$ cat config.mk
export PLATFORM = sky130hd
export DESIGN_NAME = md_arith_unit
export DESIGN_NICKNAME = d
export VERILOG_FILES = /design/src/rtl/mdu_pkg.sv /design/src/rtl/mdm_mul.sv /design/src/rtl/mdm_divider.sv /design/src/rtl/md_arith_unit.sv
export SDC_FILE = /design/constraint.sdc
export NUM_CORES = 2
export LEC_CHECK = 0
export ABC_AREA = 1
export CORE_UTILIZATION = 50
export CTS_CLUSTER_SIZE = 30
export DETAILED_ROUTE_END_ITERATION = 10
export PLACE_DENSITY = 0.69
export SYNTH_ARGS = -nofsm -noshare
export SYNTH_HDL_FRONTEND = slang
export SYNTH_SLANG_ARGS = --single-unit
$ cat constraint.sdc
create_clock -name clk -period 8.95 [get_ports clk]
set_input_delay 1.3425 -clock clk [delete_from_list [all_inputs] [get_ports clk]]
set_output_delay 1.3425 -clock clk [all_outputs]
set_load 0.05 [all_outputs]
$ cat src/rtl/mdu_pkg.sv
package mdu_pkg;

   typedef enum logic [2:0] {
      MD_MUL_BYTE = 3'd0,
      MD_MUL_S    = 3'd1,
      MD_MUL_U    = 3'd2,
      MD_DIV_W    = 3'd3,
      MD_DIV_L    = 3'd4,
      MD_MAC_S    = 3'd5,
      MD_MAC_U    = 3'd6
   } md_op_e;

   localparam int LAT_MUL_BYTE = 1;
   localparam int LAT_MUL_WORD = 2;
   localparam int LAT_MAC      = 3;

endpackage

$ cat src/rtl/mdm_mul.sv
module mdm_mul #(
   parameter int W = 16
) (
   input  logic [W-1:0]   a,
   input  logic [W-1:0]   b,
   input  logic           is_signed,
   output logic [2*W-1:0] prod
);
   localparam int PW = 2 * W;

   logic [PW-1:0] xa, xb;

   // sign- or zero-extend to full product width; low PW bits are then exact
   assign xa   = {{W{is_signed & a[W-1]}}, a};
   assign xb   = {{W{is_signed & b[W-1]}}, b};
   assign prod = xa * xb;

   generate
      if (W < 2) begin : g_bad_w
         $error("mdm_mul: W must be at least 2");
      end
   endgenerate
endmodule

$ cat src/rtl/mdm_divider.sv
module mdm_divider #(
   parameter int W    = 32,
   parameter int STEP = 2
) (
   input  logic         clk,
   input  logic         rst_n,
   input  logic         load,
   input  logic         advance,
   input  logic [W-1:0] dividend,
   input  logic [W-1:0] divisor,
   output logic [W-1:0] quot_nx,
   output logic [W-1:0] rem_nx
);
   logic [W-1:0] shf_q, quo_q, rem_q, dvs_q;
   logic [W-1:0] shf_c [STEP+1];
   logic [W-1:0] quo_c [STEP+1];
   logic [W-1:0] rem_c [STEP+1];

   assign shf_c[0] = shf_q;
   assign quo_c[0] = quo_q;
   assign rem_c[0] = rem_q;

   // STEP restoring iterations chained within one clock
   generate
      for (genvar s = 0; s < STEP; s++) begin : g_stage
         logic [W:0] trial;
         assign trial = {rem_c[s], shf_c[s][W-1]} - {1'b0, dvs_q};
         assign rem_c[s+1] = trial[W] ? {rem_c[s][W-2:0], shf_c[s][W-1]}
                                      : trial[W-1:0];
         assign quo_c[s+1] = {quo_c[s][W-2:0], ~trial[W]};
         assign shf_c[s+1] = {shf_c[s][W-2:0], 1'b0};
      end
      if (STEP < 1 || (W % STEP) != 0) begin : g_bad_step
         $error("mdm_divider: STEP must divide W");
      end
   endgenerate

   assign quot_nx = quo_c[STEP];
   assign rem_nx  = rem_c[STEP];

   always_ff @(posedge clk or negedge rst_n) begin
      if (!rst_n) begin
         shf_q <= '0;
         quo_q <= '0;
         rem_q <= '0;
         dvs_q <= '0;
      end else if (load) begin
         shf_q <= dividend;
         quo_q <= '0;
         rem_q <= '0;
         dvs_q <= divisor;
      end else if (advance) begin
         shf_q <= shf_c[STEP];
         quo_q <= quo_c[STEP];
         rem_q <= rem_c[STEP];
      end
   end

   // partial remainder always stays below a nonzero divisor
   assert_partial_rem_R4: assert property (@(posedge clk) disable iff (!rst_n)
      (dvs_q != '0) |-> (rem_q < dvs_q));
endmodule

$ cat src/rtl/md_arith_unit.sv
module md_arith_unit
   import mdu_pkg::*;
#(
   parameter int REG_W    = 16,
   parameter int DIV_STEP = 2
) (
   input  logic               clk,
   input  logic               rst_n,
   input  logic               start,
   input  logic [2:0]         op_sel,
   input  logic [REG_W-1:0]   ax_i,
   input  logic [REG_W-1:0]   bc_i,
   input  logic [REG_W-1:0]   de_i,
   input  logic [REG_W-1:0]   hl_i,
   input  logic [2*REG_W-1:0] acc_i,
   output logic               busy,
   output logic               done,
   output logic [REG_W-1:0]   ax_o,
   output logic [REG_W-1:0]   bc_o,
   output logic [REG_W-1:0]   de_o,
   output logic [REG_W-1:0]   hl_o,
   output logic [2*REG_W-1:0] acc_o,
   output logic               ax_we,
   output logic               bc_we,
   output logic               de_we,
   output logic               hl_we,
   output logic               acc_we,
   output logic               flag_we,
   output logic               cy_o,
   output logic               ac_o
);
   localparam int ACC_W    = 2 * REG_W;
   localparam int HALF     = REG_W / 2;
   localparam int LAT_DIVW = REG_W / DIV_STEP + 1;
   localparam int LAT_DIVL = ACC_W / DIV_STEP + 1;
   localparam int CNT_W    = $clog2(LAT_DIVL + 1);

   generate
      if (REG_W < 4 || (REG_W % 2) != 0) begin : g_bad_reg
         $error("md_arith_unit: REG_W must be even and at least 4");
      end
      if (DIV_STEP < 1 || (REG_W % DIV_STEP) != 0) begin : g_bad_div
         $error("md_arith_unit: DIV_STEP must divide REG_W");
      end
   endgenerate

   md_op_e            op_d, op_q, c_op;
   logic              op_ok, accept, commit, is_div_d;
   logic [CNT_W-1:0]  lat_d, cnt_q;
   logic [REG_W-1:0]  ma, mb;
   logic              msig;
   logic [ACC_W-1:0]  prod, acc_sum, pend_d, pend_q, c_pend;
   logic              cy_d, ac_d, pcy_q, pac_q, c_cy, c_ac;
   logic [ACC_W-1:0]  dvd, dvs, quot_nx, rem_nx;

   assign op_d     = md_op_e'(op_sel);
   assign op_ok    = (op_sel <= 3'(MD_MAC_U));
   assign accept   = start && !busy && op_ok;
   assign is_div_d = (op_d == MD_DIV_W) || (op_d == MD_DIV_L);
   assign commit   = (accept && lat_d == CNT_W'(1)) || (busy && cnt_q == CNT_W'(1));
   assign c_op     = busy ? op_q   : op_d;
   assign c_pend   = busy ? pend_q : pend_d;
   assign c_cy     = busy ? pcy_q  : cy_d;
   assign c_ac     = busy ? pac_q  : ac_d;

   always_comb begin
      case (op_d)
         MD_MUL_BYTE:        lat_d = CNT_W'(LAT_MUL_BYTE);
         MD_MUL_S, MD_MUL_U: lat_d = CNT_W'(LAT_MUL_WORD);
         MD_DIV_W:           lat_d = CNT_W'(LAT_DIVW);
         MD_DIV_L:           lat_d = CNT_W'(LAT_DIVL);
         default:            lat_d = CNT_W'(LAT_MAC);
      endcase
   end

   // one shared multiplier; the byte form feeds the two halves of AX
   always_comb begin
      if (op_d == MD_MUL_BYTE) begin
         ma   = {{HALF{1'b0}}, ax_i[REG_W-1:HALF]};
         mb   = {{HALF{1'b0}}, ax_i[HALF-1:0]};
         msig = 1'b0;
      end else begin
         ma   = ax_i;
         mb   = bc_i;
         msig = (op_d == MD_MUL_S) || (op_d == MD_MAC_S);
      end
   end

   mdm_mul #(.W(REG_W)) u_mul (
      .a(ma), .b(mb), .is_signed(msig), .prod(prod)
   );

   assign acc_sum = acc_i + prod;

   always_comb begin
      pend_d = prod;
      cy_d   = 1'b0;
      ac_d   = 1'b0;
      if (op_d == MD_MAC_S) begin
         pend_d = acc_sum;
         cy_d   = acc_i[ACC_W-1] ^ acc_sum[ACC_W-1];
         ac_d   = acc_sum[ACC_W-1];
      end else if (op_d == MD_MAC_U) begin
         pend_d = acc_sum;
         cy_d   = (acc_sum < acc_i);
      end
   end

   // short divide left-justifies AX so only REG_W bit steps are needed
   assign dvd = (op_d == MD_DIV_W) ? {ax_i, {REG_W{1'b0}}} : {bc_i, ax_i};
   assign dvs = (op_d == MD_DIV_W) ? {{REG_W{1'b0}}, de_i}  : {hl_i, de_i};

   mdm_divider #(.W(ACC_W), .STEP(DIV_STEP)) u_div (
      .clk(clk), .rst_n(rst_n),
      .load(accept && is_div_d),
      .advance(busy && cnt_q != CNT_W'(1)),
      .dividend(dvd), .divisor(dvs),
      .quot_nx(quot_nx), .rem_nx(rem_nx)
   );

   always_ff @(posedge clk or negedge rst_n) begin
      if (!rst_n) begin
         busy    <= 1'b0;
         done    <= 1'b0;
         cnt_q   <= '0;
         op_q    <= MD_MUL_BYTE;
         pend_q  <= '0;
         pcy_q   <= 1'b0;
         pac_q   <= 1'b0;
         ax_o    <= '0;
         bc_o    <= '0;
         de_o    <= '0;
         hl_o    <= '0;
         acc_o   <= '0;
         cy_o    <= 1'b0;
         ac_o    <= 1'b0;
         ax_we   <= 1'b0;
         bc_we   <= 1'b0;
         de_we   <= 1'b0;
         hl_we   <= 1'b0;
         acc_we  <= 1'b0;
         flag_we <= 1'b0;
      end else begin
         done    <= commit;
         ax_we   <= 1'b0;
         bc_we   <= 1'b0;
         de_we   <= 1'b0;
         hl_we   <= 1'b0;
         acc_we  <= 1'b0;
         flag_we <= 1'b0;
         if (accept) begin
            op_q   <= op_d;
            pend_q <= pend_d;
            pcy_q  <= cy_d;
            pac_q  <= ac_d;
         end
         if (accept && lat_d != CNT_W'(1)) begin
            busy  <= 1'b1;
            cnt_q <= lat_d - CNT_W'(1);
         end else if (busy) begin
            cnt_q <= cnt_q - CNT_W'(1);
            if (cnt_q == CNT_W'(1)) busy <= 1'b0;
         end
         if (commit) begin
            case (c_op)
               MD_MUL_BYTE: begin
                  ax_o  <= c_pend[REG_W-1:0];
                  ax_we <= 1'b1;
               end
               MD_MUL_S, MD_MUL_U: begin
                  ax_o  <= c_pend[REG_W-1:0];
                  bc_o  <= c_pend[ACC_W-1:REG_W];
                  ax_we <= 1'b1;
                  bc_we <= 1'b1;
               end
               MD_DIV_W: begin
                  ax_o  <= quot_nx[REG_W-1:0];
                  de_o  <= rem_nx[REG_W-1:0];
                  ax_we <= 1'b1;
                  de_we <= 1'b1;
               end
               MD_DIV_L: begin
                  ax_o  <= quot_nx[REG_W-1:0];
                  bc_o  <= quot_nx[ACC_W-1:REG_W];
                  de_o  <= rem_nx[REG_W-1:0];
                  hl_o  <= rem_nx[ACC_W-1:REG_W];
                  ax_we <= 1'b1;
                  bc_we <= 1'b1;
                  de_we <= 1'b1;
                  hl_we <= 1'b1;
               end
               default: begin
                  acc_o   <= c_pend;
                  cy_o    <= c_cy;
                  ac_o    <= c_ac;
                  acc_we  <= 1'b1;
                  flag_we <= 1'b1;
               end
            endcase
         end
      end
   end

   assert_we_only_on_done_R8: assert property (@(posedge clk) disable iff (!rst_n)
      (ax_we || bc_we || de_we || hl_we || acc_we || flag_we) |-> done);

   assert_op_held_while_busy_R9: assert property (@(posedge clk) disable iff (!rst_n)
      (busy && cnt_q != CNT_W'(1)) |=> (busy && $stable(op_q)));

   assert_results_hold_R10: assert property (@(posedge clk) disable iff (!rst_n)
      !done |-> ($stable(ax_o) && $stable(bc_o) && $stable(de_o) && $stable(hl_o)
                 && $stable(acc_o) && $stable(cy_o) && $stable(ac_o)));

   assert_macu_ac_clear_R7: assert property (@(posedge clk) disable iff (!rst_n)
      (flag_we && op_q == MD_MAC_U) |-> !ac_o);

   assert_macs_ac_sign_R6: assert property (@(posedge clk) disable iff (!rst_n)
      (flag_we && op_q == MD_MAC_S) |-> (ac_o == acc_o[ACC_W-1]));

   assert_busy_count_R8: assert property (@(posedge clk) disable iff (!rst_n)
      busy |-> (cnt_q != '0));
endmodule

==> metrics.md <==
| Metric | Value |
|---|---|
| Outcome | `finished with violations` |
| Violations in the final reports | `DRC, setup timing` |
| Post-synthesis simple-gate area fraction | `between 20% and 30%` |
| Placed instance count | `5413` |
| Number of antenna diodes | `0` |
| Max Cap Violations | `0` |
| Root buffer cell | `sky130_fd_sc_hd__clkbuf_16` |
| DRC viols | `21` |
| Area after detailed placement | `36300 um2` |
| Mapped Cells | `approximately 4100` |
| Quantity of I/O buffers inserted on ports | `207` |
| P&R area growth vs syn | `31.7%` |
| Total length of routed wires | `104000 um` |
| Transition at the pin with the smallest max-transition slack | `between 1000 and 1500 ps` |
| Number of detailed-routing iterations run before antenna repair | `10` |
| Min-delay worst type | `flop to flop` |
| Crit Path Class | `input port to flop` |
| Via total after detailed routing | `29800` |
| CP Data Required Time | `~9500 ps` |
| EDFF count, synth | `0` |
| Post-Syn Area per Cell | `7.36 um2` |
| Clock sink total | `273` |
| Number of antenna violations at the first check in global routing | `0` |
| Clock tree from TritonCTS | `yes` |
| Worst-path cell with the longest stage delay | `sky130_fd_sc_hd__fa_1` |
| XOR/XNOR Fraction of Synth Area | `2.42%` |
| Y dimension of the die | `between 200 and 250 um` |
| Multiplexer fraction of the synthesized cell area | `less than 1%` |
| Maximum frequency from static timing analysis | `0.109 GHz` |
| Congestion Overflow GR | `0` |
| Floorplan core area | `roughly 59000 um2` |
| Total area of multi-input combinational cells | `21300 um2` |
| Delay of the slowest cell on the worst path | `~550 ps` |
| Remaining number of nets flagged by the antenna check after routing | `0` |
| Num ports | `about 210` |
| Post-synthesis compound-gate area fraction | `11.7%` |
| Seq/Total Area, Yosys | `22.8%` |
| Yosys cell types | `55` |
| Leading cell type in the layout, fill and taps excluded | `sky130_fd_sc_hd__nand2_1` |
| Clock input transition at the sequential cells of the worst setup and hold paths | `60 ps` |
| Final count of hold timing violations | `0` |
| Share of flip-flops with an asynchronous set or reset after synthesis | `100%` |
| Overall global routing resource usage | `34.7%` |
| Element type at the critical path end | `flop` |
| Clock Tree Buf Depth | `3` |
| Per-cell via count in the routed design | `5.35` |
| Count of endpoints failing setup in the final report | `1` |
| Area of the die | `between 60000 and 70000 um2` |
| Worst-case setup margin in the final layout | `-186 ps` |
| Sum of net half-perimeters after detailed placement | `about 85000 um` |
| Worst hold slack after final layout | `474 ps` |
| Area share of fa/ha/maj cells after synthesis | `approximately 28%` |
| Post-layout util | `66.8%` |
| Finished layout cell area | `39500 um2` |
| Syn. warnings | `0` |
| Ratio of cells with drive above 1 in the final layout | `19.9%` |
| Via count of the first global-routing pass | `29900` |
| Starting Density | `50.7%` |
| Synth Cell Area | `30000 um2` |
| Number of DRC violations after detailed-routing iteration 0 | `approximately 2200` |
| Global-route wire length before repair | `163000 um` |
| Top flip-flop cell by instance count after synthesis | `sky130_fd_sc_hd__dfrtp_1` |
| Fill count | `5149` |
| Die width | `247 um` |
| FF/Latch Area | `6830 um2` |
| Crit Path Max Fanout | `5` |
| Non-filler cells, final | `5563` |
| Net count after synthesis | `4676` |
| Post-Route Skew | `between 30 and 40 ps` |
| Total CTS buffers | `31` |
| Dominant combinational cell family by area after synthesis | `adder cells` |
| Number of max-slew violations in the final report | `0` |
| Setup repair after global routing missed its margin | `true` |
| Kind of launch point of the worst setup path | `input port` |
| H-tree depth | `1` |
| Commonest non-fill, non-tap cells in the layout | `1022 x sky130_fd_sc_hd__nand2_1, 687 x sky130_fd_sc_hd__inv_1, 529 x sky130_fd_sc_hd__buf_4` |
| Relative slew slack | `20.0%` |
| Cell seen most often among critical-path stages | `sky130_fd_sc_hd__buf_4` |
| Data arrival time at the worst-slack endpoint | `9660 ps` |
| Post-synthesis register bit count | `273` |
| Placement Rows | `89` |
| Final critical delay including setup and external delays | `9140 ps` |
| Total Nets Final | `5367` |
| Period Utilization, post-route | `102%` |
| Routed length per instance | `approximately 19 um` |
| Placer's final routability congestion estimate | `1.03` |
| Pin count of the biggest net entering global routing | `approximately 150` |
| Clock insertion delay at the later pin of the skew report | `620 ps` |
## logic make-up (layout without fill, tap and decap cells)
family | after synthesis | in the layout
AO/OA/AOI/OAI | 616 | 616
XOR/XNOR | 83 | 83
adder cells (fa/ha/maj) | 499 | 499
buffers and inverters | 851 | 1566
flip-flops | 273 | 273
multiplexers | 3 | 3
AND/OR/NAND/NOR | 1750 | 1750
## critical path: cells and delay by family
| kind | cells | cell delay (ps) |
|---|---|---|
| buffers and inverters | 14 | 1630 |
| AND/OR/NAND/NOR | 20 | 2120 |
| AO/OA/AOI/OAI | 7 | 860 |
| adder cells (fa/ha/maj) | 9 | 3460 |
| XOR/XNOR | 1 | 250 |
## Yosys cell counts (3+ instances only)
cell type,n,area share [%]
sky130_fd_sc_hd__nand4_1,31,0.65
sky130_fd_sc_hd__o221ai_1,25,0.73
sky130_fd_sc_hd__nand3_2,3,0.10
sky130_fd_sc_hd__clkbuf_1,54,0.68
sky130_fd_sc_hd__dfrtp_1,273,23
sky130_fd_sc_hd__xnor2_1,43,1.3
sky130_fd_sc_hd__o211ai_1,30,0.75
sky130_fd_sc_hd__nand3_1,226,3.8
sky130_fd_sc_hd__buf_2,21,0.35
sky130_fd_sc_hd__nand3b_1,16,0.40
sky130_fd_sc_hd__mux2i_1,3,0.10
sky130_fd_sc_hd__o21a_1,13,0.33
sky130_fd_sc_hd__a211oi_1,3,0.075
sky130_fd_sc_hd__o21bai_1,16,0.40
sky130_fd_sc_hd__nand2_2,5,0.10
sky130_fd_sc_hd__o22ai_1,36,0.75
sky130_fd_sc_hd__clkinv_1,5,0.063
sky130_fd_sc_hd__nor4_1,6,0.13
sky130_fd_sc_hd__a31oi_1,26,0.54
sky130_fd_sc_hd__a21o_1,14,0.35
sky130_fd_sc_hd__nor2_1,330,4.1
sky130_fd_sc_hd__o21ai_1,34,0.57
sky130_fd_sc_hd__o21ai_0,203,3.4
sky130_fd_sc_hd__buf_1,16,0.20
sky130_fd_sc_hd__fa_1,285,19
sky130_fd_sc_hd__inv_2,21,0.26
sky130_fd_sc_hd__buf_6,9,0.34
sky130_fd_sc_hd__a21boi_0,7,0.18
sky130_fd_sc_hd__nor2_4,3,0.11
sky130_fd_sc_hd__ha_1,214,8.9
sky130_fd_sc_hd__a21oi_1,197,3.3
sky130_fd_sc_hd__xor2_1,40,1.2
sky130_fd_sc_hd__and2_1,4,0.083
sky130_fd_sc_hd__nor2_2,3,0.063
sky130_fd_sc_hd__nand2_1,1067,13
sky130_fd_sc_hd__inv_1,723,9.1
sky130_fd_sc_hd__nor3_1,29,0.48
sky130_fd_sc_hd__or2_2,19,0.40
## through the flow
step	setup slack [ps]	TNS [ps]
finish	-186	-186
global route	-609	-630
CTS	-0.500	-0.500
detailed placement	-1480	-30330
global placement	-1360	-27180
floorplan	1.73	0
## path summary, 6_finish.rpt
path                                                   from                     endpoint  slack, ps  cells after the start
worst max-delay path                              op_sel[0]            pcy_q$_DFFE_PN0P_       -190                     51
worst min-delay path                   hl_o[13]$_DFFE_PN0P_         hl_o[13]$_DFFE_PN0P_        470                      2
worst max register to register  u_div.shf_q[31]$_DFFE_PN0P_  u_div.rem_q[27]$_DFFE_PN0P_       3150                     28
worst min register to register         hl_o[13]$_DFFE_PN0P_         hl_o[13]$_DFFE_PN0P_        470                      2
max in group asynchronous                             rst_n        acc_o[30]$_DFFE_PN0P_       6250                      3
min in group asynchronous                             rst_n   u_div.dvs_q[4]$_DFFE_PN0P_        630                      1
## area by class of cell
| type | instances | area share [%] |
|---|---|---|
| clock inverters | 12 | 0.475 |
| inverters | 749 | 7.15 |
| well taps | 773 | 2.45 |
| clock buffers | 45 | 2.40 |
| flip-flops and latches | 273 | 17.3 |
| multi-input cells | 2951 | 53.8 |
| repair buffers | 760 | 16.4 |
## per-layer routing
layer	part of all wire, %	track usage, %
met1	41	44.2
met4	4.6	13.9
met2	49	59.6
met3	6.0	4.19
met5	0	0
## sequential cells by signal, summed over array words and instances (netlist names), 3 cells and up
signal	cells
acc_o	32
hl_o	16
u_div.dvs_q	32
bc_o	16
u_div.quo_q	30
de_o	16
op_q	3
u_div.rem_q	32
ax_o	16
pend_q	32
cnt_q	5
u_div.shf_q	32
## what timing repair did
action,CTS,global route
gates resized for setup,228,120
hold buffers,0,0
pin swaps,101,99
cloned,5,0
setup endpoints to repair,18,5
setup buffers,63,27
Power is left out: the tool's default activity adds up to more than one toggle a clock period on the data nets, which glitch-free logic cannot reach.
